[src/rtl/fse_pkg.sv]
`timescale 1ns/1ps
package fse_pkg;
   localparam int REG_W = 32;

   typedef enum logic {
      SEL_ADDR  = 1'b0,
      SEL_COUNT = 1'b1
   } fse_sel_e;

   function automatic int unsigned fse_step(input int unsigned dw);
      return dw / 8;
   endfunction
endpackage

[src/rtl/fse_regs.sv]
`timescale 1ns/1ps
module fse_regs
   import fse_pkg::*;
#(
   parameter int AW   = 24,
   parameter int CW   = 22,
   parameter int STEP = 4
) (
   input  logic              clk,
   input  logic              rst_n,
   input  logic              wr_en,
   input  logic              sel,
   input  logic [REG_W-1:0]  wdata,
   input  logic              adv,
   input  logic              dec,
   output logic [AW-1:0]     addr,
   output logic [CW-1:0]     cnt,
   output logic              abort,
   output logic [REG_W-1:0]  rdata
);
   localparam logic [AW-1:0] ALIGN_MASK = ~AW'(STEP - 1);
   localparam logic [AW-1:0] STEP_V     = AW'(STEP);

   logic [AW-1:0] addr_q, addr_d;
   logic [CW-1:0] cnt_q, cnt_d;
   logic          wr_addr, wr_cnt;

   assign wr_addr = wr_en && (sel == SEL_ADDR);
   assign wr_cnt  = wr_en && (sel == SEL_COUNT);
   assign abort   = wr_cnt && (wdata[CW-1:0] == '0);

   always_comb begin
      addr_d = addr_q;
      if (wr_addr)  addr_d = AW'(wdata) & ALIGN_MASK;
      else if (adv) addr_d = addr_q + STEP_V;
   end

   always_comb begin
      cnt_d = cnt_q;
      if (wr_cnt)                  cnt_d = wdata[CW-1:0];
      else if (dec && cnt_q != '0) cnt_d = cnt_q - 1'b1;
   end

   always_ff @(posedge clk or negedge rst_n) begin
      if (!rst_n) begin
         addr_q <= '0;
         cnt_q  <= '0;
      end else begin
         addr_q <= addr_d;
         cnt_q  <= cnt_d;
      end
   end

   generate
      if (AW < REG_W) begin : g_hi_bits
         logic unused_hi;
         assign unused_hi = ^wdata[REG_W-1:AW];
      end
   endgenerate

   assign addr  = addr_q;
   assign cnt   = cnt_q;
   assign rdata = (sel == SEL_ADDR) ? REG_W'(addr_q) : REG_W'(cnt_q);
endmodule

[src/rtl/fse_tracker.sv]
`timescale 1ns/1ps
module fse_tracker #(
   parameter int MAX_STALE = 3
) (
   input  logic clk,
   input  logic rst_n,
   input  logic issue,
   input  logic rvalid,
   input  logic abort,
   output logic live,
   output logic stale_full,
   output logic accept
);
   localparam int SW = $clog2(MAX_STALE + 1);
   localparam logic [SW-1:0] STALE_MAX = SW'(MAX_STALE);

   logic          live_q, live_d;
   logic [SW-1:0] stale_q, stale_d;
   logic          hit_stale, hit_live, to_stale;

   // responses return in order: stale reads drain first
   assign hit_stale = rvalid && (stale_q != '0);
   assign hit_live  = rvalid && (stale_q == '0) && live_q;
   assign accept    = hit_live && !abort;
   assign to_stale  = abort && live_q && !hit_live;

   always_comb begin
      live_d = live_q;
      if (issue)                  live_d = 1'b1;
      else if (hit_live || abort) live_d = 1'b0;
   end

   always_comb begin
      stale_d = stale_q;
      case ({hit_stale, to_stale})
         2'b10:   stale_d = stale_q - 1'b1;
         2'b01:   stale_d = stale_q + 1'b1;
         default: stale_d = stale_q;
      endcase
   end

   always_ff @(posedge clk or negedge rst_n) begin
      if (!rst_n) begin
         live_q  <= 1'b0;
         stale_q <= '0;
      end else begin
         live_q  <= live_d;
         stale_q <= stale_d;
      end
   end

   assign live       = live_q;
   assign stale_full = (stale_q == STALE_MAX);
endmodule

[src/rtl/flash_stream_engine.sv]
`timescale 1ns/1ps
module flash_stream_engine
   import fse_pkg::*;
#(
   parameter int AW        = 24,
   parameter int DW        = 32,
   parameter int CW        = 22,
   parameter int MAX_STALE = 3,
   parameter bit PUSH_REG  = 1'b0
) (
   input  logic              clk,
   input  logic              rst_n,
   input  logic              reg_wr_en,
   input  logic              reg_sel,
   input  logic [31:0]       reg_wdata,
   output logic [31:0]       reg_rdata,
   input  logic              fl_idle,
   output logic              fl_req,
   output logic [AW-1:0]     fl_addr,
   input  logic              fl_rvalid,
   input  logic [DW-1:0]     fl_rdata,
   input  logic              fifo_full,
   output logic              fifo_push,
   output logic [DW-1:0]     fifo_wdata
);
   localparam int STEP = fse_step(DW);

   generate
      if (AW > REG_W || AW < 4)   begin : g_bad_aw  $error("AW out of range");   end
      if (CW > REG_W || CW < 1)   begin : g_bad_cw  $error("CW out of range");   end
      if (DW % 8 != 0 || DW < 16) begin : g_bad_dw  $error("DW must be bytes"); end
      if (MAX_STALE < 1)          begin : g_bad_ms  $error("MAX_STALE >= 1");   end
   endgenerate

   logic [AW-1:0] addr_cur;
   logic [CW-1:0] cnt_cur;
   logic          abort, live, stale_full, accept, issue, push_busy;

   fse_regs #(.AW(AW), .CW(CW), .STEP(STEP)) u_regs (
      .clk   (clk),
      .rst_n (rst_n),
      .wr_en (reg_wr_en),
      .sel   (reg_sel),
      .wdata (reg_wdata),
      .adv   (issue),
      .dec   (accept),
      .addr  (addr_cur),
      .cnt   (cnt_cur),
      .abort (abort),
      .rdata (reg_rdata)
   );

   fse_tracker #(.MAX_STALE(MAX_STALE)) u_trk (
      .clk        (clk),
      .rst_n      (rst_n),
      .issue      (issue),
      .rvalid     (fl_rvalid),
      .abort      (abort),
      .live       (live),
      .stale_full (stale_full),
      .accept     (accept)
   );

   // background issue: only in foreground-idle cycles
   assign issue = fl_idle && (cnt_cur != '0) && !live && !stale_full &&
                  !fifo_full && !push_busy && !reg_wr_en;

   assign fl_req  = issue;
   assign fl_addr = addr_cur;

   generate
      if (PUSH_REG) begin : g_push_reg
         logic          push_q;
         logic [DW-1:0] data_q;
         always_ff @(posedge clk or negedge rst_n) begin
            if (!rst_n) begin
               push_q <= 1'b0;
               data_q <= '0;
            end else begin
               push_q <= accept;
               if (accept) data_q <= fl_rdata;
            end
         end
         assign fifo_push  = push_q;
         assign fifo_wdata = data_q;
         assign push_busy  = push_q;
      end else begin : g_push_comb
         assign fifo_push  = accept;
         assign fifo_wdata = fl_rdata;
         assign push_busy  = 1'b0;
      end
   endgenerate
endmodule

[config.mk]
export PLATFORM = sky130hd
export DESIGN_NAME = flash_stream_engine
export DESIGN_NICKNAME = d
export VERILOG_FILES = /design/src/rtl/fse_pkg.sv /design/src/rtl/fse_regs.sv /design/src/rtl/fse_tracker.sv /design/src/rtl/flash_stream_engine.sv
export SDC_FILE = /design/constraint.sdc
export NUM_CORES = 1
export LEC_CHECK = 0
export ABC_AREA = 1
export BUFFER_PORTS_ARGS = -buffer_cell sky130_fd_sc_hd__buf_4
export CORE_AREA = 2 2 139 107
export CTS_BUF_LIST = sky130_fd_sc_hd__clkbuf_8
export DETAILED_ROUTE_END_ITERATION = 8
export DIE_AREA = 0 0 141 109
export PLACE_DENSITY = 0.51
export SLEW_MARGIN = 20
export SYNTH_ARGS = -nofsm -noshare
export SYNTH_HDL_FRONTEND = slang
export SYNTH_HIERARCHICAL = 1
export SYNTH_SLANG_ARGS = --single-unit
[constraint.sdc]
create_clock -name clk -period 2.55 [get_ports clk]
set_clock_uncertainty 0.2 [all_clocks]
set_input_delay 0.255 -clock clk [delete_from_list [all_inputs] [get_ports clk]]
set_output_delay 0.255 -clock clk [all_outputs]
set_load 0.01 [all_outputs]
==> impl_metrics.toml, run 1 <==
[global_route]
grt_overflow = 0
grtUsageTotal_pct = 18.4
grt_pass1_vias = 4014
grt_max_degree = 48
grt_pass1_wl_um = 21900
antenna_found_initial = 0

[min_path]
hold_depth = 3
worst_hold_path.endpoint = "u_regs/addr[4]"
hp-start = "reg_wdata[4]"
min_path_type = "in -> reg"

[worst_setup_path]
worst_setup_path_end_kind = "output pin"
crit_required_ns = 2.10
slowest_stage = "dlygate4sd3_1"
crit_chain = "dlygate4sd3_1 > buf_4 > nor4_1 > nand3_1 > nor2_1 > nor2_1 > buf_4 > buf_4"
timing.rr.start = "u_regs/cnt[1]"
reg2reg_slack_ns = 0.40
arrival_ns = 1.93
reg2reg_to = "u_regs/addr[11]"
path_delay_family = "buffers and inverters"
path_class = "in -> out"
r2r_cells = 11
path_buf_inv = 4
crit_path_frequent_cell = "buf_4"
cpPeakStageDelay_ns = 0.54
crit_fanout = 3
startpoint_type = "primary input"

[drt]
dr.first_iter.drc_count = 326
wire_per_inst_um = 15.7
top_layer_used = "met4"
wl_met3_um = 1220
via_per_inst = 4.91
vias = 4351
drcViolationCount = 0
routed-wl-met2_um = 5510
wl_um = 13900
met1_length_um = 7140
first_pass_iters = 5
postRouteAntennaNets = 0

[finish]
layout-drive-gt1-share_pct = 20.7
syn_to_final_growth_pct = 17.3
final_common_cell = "nand2_1"
nets = 780
diodes = 0
mostFrequentLayoutCells = "nand2_1 (189), buf_4 (95), nor2_1 (82), inv_1 (74), dfrtp_1 (47)"
stdcell_count = 887
design_area_sq_mm = 0.00487
fill_cells = 1559

[yosys]
synthArstFlopShare_pct = 100
yosys_warnings = 6
synth_seq_cells = 47
netlist_instances = 650
ys.flop_type = "dfrtp_1"
avgSynthCellArea_sq_um = 6.38
ys_types = 41
netlist_area_sq_mm = 0.00415
synth_edf_count = 0
ys_seq_area_share_pct = 28.3

[clock_tree]
cts_made_buffers = 5
cts_buffer_depth = 2
clk_latency_ns = 0.31
htreeDepth = 2
clockRootBuffer = "clkbuf_8"
cts.reportedPaths.clkPinSlew_ns = 0.10
cts_tree = "yes"
cts.sinks = 47

[sta]
final_max_slew_viol_count = 0
rsz0062_at_grt = "no"
period_needed_ns = 2.39
setup_viol = 0
fin_setup_tns_ns = 0
tightestPinTransition_ns = 0.657
hold_viol_final = 0
slew_headroom_pct = 56.2
finalCritPeriodShare_pct = 93.6
fmax_mhz = 419
hold_ws_ns = 0.0278

[die]
placement_rows = 38
die_y_um = 109
start_util_pct = 29.4
core_sq_mm = 0.0141
die_area_sq_mm = 0.0154
fp.dieW_um = 141
ios = 161

[placed_design]
place_area_sq_mm = 0.00473
io_buffers = 78
dpl.hpwl_um = 10900
place_congestion = 0.887
dp.cells = 875

[flow_run]
cap_violations = 0

[power_and_ir_drop]
p_per_area_mw_per_mm2 = 713
ir_drop_mv = 0.229
leakagePower_uw = 0.00241

[run_status]
outcome = "completed"
## metrics by stage
step / power [uW] / setup WS (ns) / utilization, %
finish: 3470 / 0.163 / 34.5
global route: 3800 / 0.0396 / 34.5
CTS: 3490 / 0.192 / 34.5
detailed placement: 2950 / 0.181 / 33.5
global placement: 2930 / 0.202 / 33.5
floorplan: 2340 / 0.522 / -
## state kept, by name, indices dropped and copies added, names as in the netlist
register / count
u_regs/cnt: 22
u_trk/stale_q: 2
u_regs/addr: 22
u_trk/live: 1
## logic make-up (layout without fill, tap and decap cells)
family	after synthesis	count (layout)	synth area share (%)
buf+inv	134	182	16.6
other cells	1	10	0.0904
fa+ha+maj	3	3	0.905
compound gates	89	89	12.9
xor+xnor	9	9	1.90
flops	47	47	28.3
simple gates	367	367	39.3
## how the worst max path moves through the flow
stage | from | to | cells past startpoint
finish | reg_wdata[3] | fifo_push | 8
global placement | reg_wdata[8] | u_regs/cnt[10] | 12
global route | reg_wdata[3] | fifo_push | 8
detailed placement | reg_wdata[8] | u_regs/cnt[14] | 12
CTS | reg_wdata[3] | fifo_push | 8
floorplan | reg_wr_en | u_regs/cnt[4] | 11
## cells in the mapped netlist (2+ instances only)
cell | number | share of area [%]
nand3_1 | 42 | 5.1
nand3_2 | 2 | 0.48
buf_2 | 5 | 0.60
nor4_1 | 4 | 0.60
buf_4 | 42 | 7.6
dfrtp_1 | 47 | 28
nor2_2 | 8 | 1.2
clkbuf_1 | 9 | 0.81
o21ai_1 | 3 | 0.36
nor3_1 | 3 | 0.36
a21oi_1 | 14 | 1.7
nand2_2 | 11 | 1.7
nor2_4 | 5 | 1.4
ha_1 | 3 | 0.90
nor2_1 | 82 | 7.4
xor2_1 | 8 | 1.7
nand4_1 | 8 | 1.2
buf_6 | 3 | 0.81
a31oi_1 | 4 | 0.60
or2_2 | 3 | 0.45
o21ai_0 | 42 | 5.1
o211ai_1 | 9 | 1.6
o22ai_1 | 2 | 0.30
inv_1 | 74 | 6.7
o21bai_1 | 2 | 0.36
nand2_1 | 189 | 17
o21ai_2 | 8 | 1.7
nand3b_1 | 5 | 0.90
## metal layers
metal / global-route usage [%] / vias up
li1: - / 2132
met1: 28.7 / 2020
met2: 26.2 / 189
met3: 3.78 / 10
met4: 3.00 / 0
met5: 0 / -
## final cells by class
class | instances | area (sq um) | share of cell area, %
clock buffers | 6 | 82.6 | 1.70
clock inverters | 2 | 16.3 | 0.334
inverters | 74 | 278 | 5.71
multi-input cells | 478 | 2320 | 47.6
flip-flops and latches | 47 | 1180 | 24.2
well taps | 180 | 225 | 4.63
repair buffers | 100 | 773 | 15.9
## timing repair
| action | 4_1_cts | 5_1_grt |
|---|---|---|
| hold buffers | 4 | 0 |
| setup buffers | 0 | 0 |
| gates resized for setup | 0 | 0 |
| endpoints found under the hold margin | 50 | 0 |
## worst min-delay path, delay by kind of cell
kind | cells | cell delay, ns
and+or+nand+nor | 1 | 0.05
buffers and inverters | 1 | 0.11
AOI/OAI and AO/OA | 1 | 0.09
## power by group
part	total, uW	internal [uW]	switching, uW
logic	1690	668	1030
registers	1270	932	335
clock network	511	222	289
Note: power is estimated with default switching activity, not from simulation.
==> run 2: changes to the inputs <==
==> constraint.sdc (replaced) <==
create_clock -name clk -period 2.55 [get_ports clk]
set_clock_uncertainty 0.2 [all_clocks]
set_input_delay 0.255 -clock clk [delete_from_list [all_inputs] [get_ports clk]]
set_output_delay 0.255 -clock clk [all_outputs]
set_load 0.05 [all_outputs]
==> impl_metrics.toml, run 2 (synthesis results as in run 1) <==
[power_and_ir_drop]
p_per_area_mw_per_mm2 = 840
leakagePower_uw = 0.00240
ir_drop_mv = 0.339

[drt]
drcViolationCount = 0
via_per_inst = 4.95
wl_um = 14300
vias = 4362
dr.first_iter.drc_count = 410
postRouteAntennaNets = 0
wire_per_inst_um = 16.3
first_pass_iters = 6

[worst_setup_path]
arrival_ns = 1.86
path_buf_inv = 4
cp-startpoint = "u_trk/stale_q[0]"
worst_setup_path_end_kind = "output pin"
path_class = "reg -> out"
startpoint_type = "flop"
crit_required_ns = 2.10
path_delay_family = "buffers and inverters"
slowest_stage = "dfrtp_1"
timing.rr.start = "u_trk/stale_q[0]"
crit_fanout = 13
cpPeakStageDelay_ns = 0.47
crit_chain = "nand2_1 > inv_1 > nor4_2 > nand2_1 > inv_1 > buf_4 > buf_4"

[min_path]
hp-start = "reg_wdata[14]"
min_path_type = "in -> reg"

[sta]
finalCritPeriodShare_pct = 91.0
fin_ws_ns = 0.231
hold_viol_final = 0
fmax_mhz = 431
final_max_slew_viol_count = 0
period_needed_ns = 2.32
rsz0062_at_grt = "no"
fin_setup_tns_ns = 0
tightestPinTransition_ns = 0.687
setup_viol = 0
slew_headroom_pct = 54.2

[global_route]
antenna_found_initial = 0
grt_max_degree = 48
grt_pass1_wl_um = 22500
grtUsageTotal_pct = 18.9
grt_pass1_vias = 4111
grt_overflow = 0

[die]
start_util_pct = 29.4
placement_rows = 38
die_area_sq_mm = 0.0154
fp.dieW_um = 141
die_y_um = 109
ios = 161
core_sq_mm = 0.0141

[clock_tree]
post_cts_buffers = 0
htreeDepth = 2
holdBufCountCts = 1
cts_tree = "yes"
clockRootBuffer = "clkbuf_8"
clk_latency_ns = 0.32
cts_made_buffers = 5
cts.reportedPaths.clkPinSlew_ns = 0.10
cts.sinks = 47
cts_buffer_depth = 2
cts_resized = 0

[run_status]
outcome = "completed"

[finish]
mostFrequentLayoutCells = "nand2_1 (189), buf_4 (92), nor2_1 (81), inv_1 (75), dfrtp_1 (47)"
layout-drive-gt1-share_pct = 20.4
fill_cells = 1549
diodes = 0
syn_to_final_growth_pct = 16.7
nets = 775
final_common_cell = "nand2_1"

[placed_design]
place_congestion = 0.869
dp_slack_ns = 0.242
io_buffers = 78
dpl.hpwl_um = 11100

[flow_run]
cap_violations = 0
-- run 2: changes by cell type in the layout (fill, tap and decap cells not counted) --
cell | previous run | this run
nor2_1 | 82 | 81
buf_12 | 1 | 2
nor2_2 | 8 | 9
clkbuf_8 | 6 | 5
buf_4 | 95 | 92
dlygate4sd3_1 | 4 | 1
clkinv_4 | 1 | 0
inv_1 | 74 | 75
bufinv_16 | 0 | 1
clkinvlp_4 | 1 | 0
-- run 2: metrics by stage --
step | hold slack [ns] | total power (uW) | cells | utilization [%] | area [sq um]
global placement | 0.146 | 3440 | 873 | 33.5 | 4730
floorplan | -0.241 | 2910 | 659 | - | 4190
finish | 0.0214 | 4070 | 881 | 34.3 | 4840
CTS | 0.0155 | 4070 | 881 | 34.3 | 4840
global route | 0.0315 | 4360 | 881 | 34.3 | 4840
detailed placement | 0.146 | 3480 | 873 | 33.5 | 4730
-- run 2: worst paths after layout --
| check | depth (start not counted) | slack (ns) | endpoint |
|---|---|---|---|
| max | 7 | 0.23 | fl_req |
| min | 3 | 0.02 | u_regs/addr[14] |
| max reg2reg | 8 | 0.43 | u_regs/addr[4] |
| min reg2reg | 2 | 0.33 | u_regs/addr[23] |
| max in group asynchronous | 2 | 1.36 | u_regs/addr[10] |
| min in group asynchronous | 2 | 0.32 | u_regs/cnt[1] |
-- run 2: worst register-to-register path, delay by kind of cell (launching register included) --
kind / cells / cell delay, ns
AND/OR/NAND/NOR: 4 / 0.68
flip-flops: 1 / 0.47
AO/OA/AOI/OAI: 1 / 0.33
buffers and inverters: 3 / 0.33
-- run 2: cell type report --
type	instances	area, sq um	share of cell area (%)
Sequential cell	47	1180	24.3
Timing Repair Buffer	95	741	15.3
Multi-Input combinational cell	478	2320	47.9
Tap cell	180	225	4.65
Clock buffer	5	68.8	1.42
Clock inverter	2	33.8	0.698
Inverter	74	278	5.74
-- run 2: power by group --
part	switching [uW]	internal [uW]	leakage, uW
combinational	1550	685	0.00178
clock	291	285	0.0000554
sequential	325	932	0.000564
total	2160	1900	0.00240
-- run 2: per-layer routing --
layer  GRT usage (%)  wire length (um)  up-vias
met5               0                 0        -
met4            3.71               112        0
met3            4.04              1220       15
met2            26.6              5690      214
met1            29.4              7320     2017
li1                -                 -     2116
==> run 3: changes to the inputs <==
==> constraint.sdc (replaced) <==
create_clock -name clk -period 2.55 [get_ports clk]
set_clock_uncertainty 0.2 [all_clocks]
set_input_delay 0.3825 -clock clk [delete_from_list [all_inputs] [get_ports clk]]
set_output_delay 0.3825 -clock clk [all_outputs]
set_load 0.05 [all_outputs]
==> impl_metrics.toml, run 3 (synthesis results as in run 1) <==
[drt]
postRouteAntennaNets = 0
first_pass_iters = 5
vias = 4488
wire_per_inst_um = 16.3
via_per_inst = 5.06
wl_um = 14500
dr.first_iter.drc_count = 482
drcViolationCount = 0

[global_route]
grt_pass1_wl_um = 22500
grtUsageTotal_pct = 18.8
grt_pass1_vias = 4143
antenna_found_initial = 0
grt_max_degree = 48
grt_overflow = 0

[die]
start_util_pct = 29.4
die_y_um = 109
die_area_sq_mm = 0.0154
core_sq_mm = 0.0141
fp.dieW_um = 141
ios = 161
placement_rows = 38

[finish]
layout-drive-gt1-share_pct = 21.4
design_area_sq_mm = 0.00491
syn_to_final_growth_pct = 18.3
final_common_cell = "nand2_1"
nets = 781
final-seq-area_sq_mm = 0.00118
multi_input_area_sq_mm = 0.00234
mostFrequentLayoutCells = "nand2_1 (189), buf_4 (97), nor2_1 (80), inv_1 (75), dfrtp_1 (47)"
diodes = 0
fin_util_pct = 34.8
fill_cells = 1544

[power_and_ir_drop]
ir_drop_mv = 0.343
leakagePower_uw = 0.00243
p_per_area_mw_per_mm2 = 832

[clock_tree]
htreeDepth = 2
post_cts_buffers = 0
clockRootBuffer = "clkbuf_8"
cts_buffer_depth = 2
cts_made_buffers = 5
clk_latency_ns = 0.31
cts_tree = "yes"
cts.reportedPaths.clkPinSlew_ns = 0.09
cts.sinks = 47

[placed_design]
place_congestion = 0.897
dpl.hpwl_um = 11300
io_buffers = 78
dp_slack_ns = -0.0501
place_area_sq_mm = 0.00477

[sta]
fmax_mhz = 410
finalCritPeriodShare_pct = 95.6
slew_headroom_pct = 52.5
hold_ws_ns = 0.157
fin_setup_tns_ns = 0
rsz0062_at_grt = "no"
period_needed_ns = 2.44
fin_ws_ns = 0.113
setup_viol = 0
tightestPinTransition_ns = 0.712
final_max_slew_viol_count = 0
hold_viol_final = 0

[min_path]
min_path_type = "in -> reg"
hp-start = "reg_wdata[13]"

[worst_setup_path]
arrival_ns = 1.85
worst_setup_path_end_kind = "output pin"
timing.rr.start = "u_regs/cnt[16]"
startpoint_type = "primary input"
crit_fanout = 3
crit_required_ns = 1.97
cp-startpoint = "reg_wdata[12]"
path_class = "in -> out"

[run_status]
outcome = "completed"

[flow_run]
cap_violations = 0
## run 3: worst paths after layout
check	slack, ns	to	cells past startpoint
min in group asynchronous	0.42	u_trk/stale_q[0]	2
min reg2reg	0.34	u_regs/addr[23]	2
max	0.11	fifo_push	8
min	0.16	u_regs/addr[13]	3
max in group asynchronous	1.21	u_regs/cnt[13]	2
max reg2reg	0.44	u_regs/addr[11]	12
## run 3: layout make-up
type | count | share of cell area [%]
clock buffers | 5 | 1.40
clock inverters | 2 | 0.688
inverters | 74 | 5.66
multi-input cells | 478 | 47.6
flip-flops and latches | 47 | 24.0
well taps | 180 | 4.59
repair buffers | 101 | 16.1
## run 3: per-layer routing
metal	global-route usage, %	part of all wire [%]
met1	29.6	51
met2	27.0	41
met3	3.38	7.3
met4	3.07	0.81
met5	0	0
## run 3: critical path: stages
cell     delay, ns
buf_4         0.13
nor4_1        0.42
nand4_1       0.16
buf_4         0.18
nor2_2        0.15
nor2_2        0.11
buf_4         0.14
buf_4         0.18
## run 3: metrics by stage
step / total power [uW] / cells
floorplan: 2910 / 659
CTS: 4080 / 887
finish: 4080 / 887
detailed placement: 3490 / 879
global placement: 3450 / 879
global route: 4350 / 887
## run 3: repair_timing
item | CTS | global route
hold buffers | 1 | 0
pin swaps | 0 | 0
endpoints found under the setup margin | 1 | 2
resized for setup | 1 | 3
cloned | 0 | 0
hold endpoints to repair | 47 | 0
## run 3: power breakdown
group          internal, uW  switching (uW)  total (uW)
combinational           688            1550        2240
clock                   285             286         571
sequential              932             343        1280
total                  1910            2180        4080
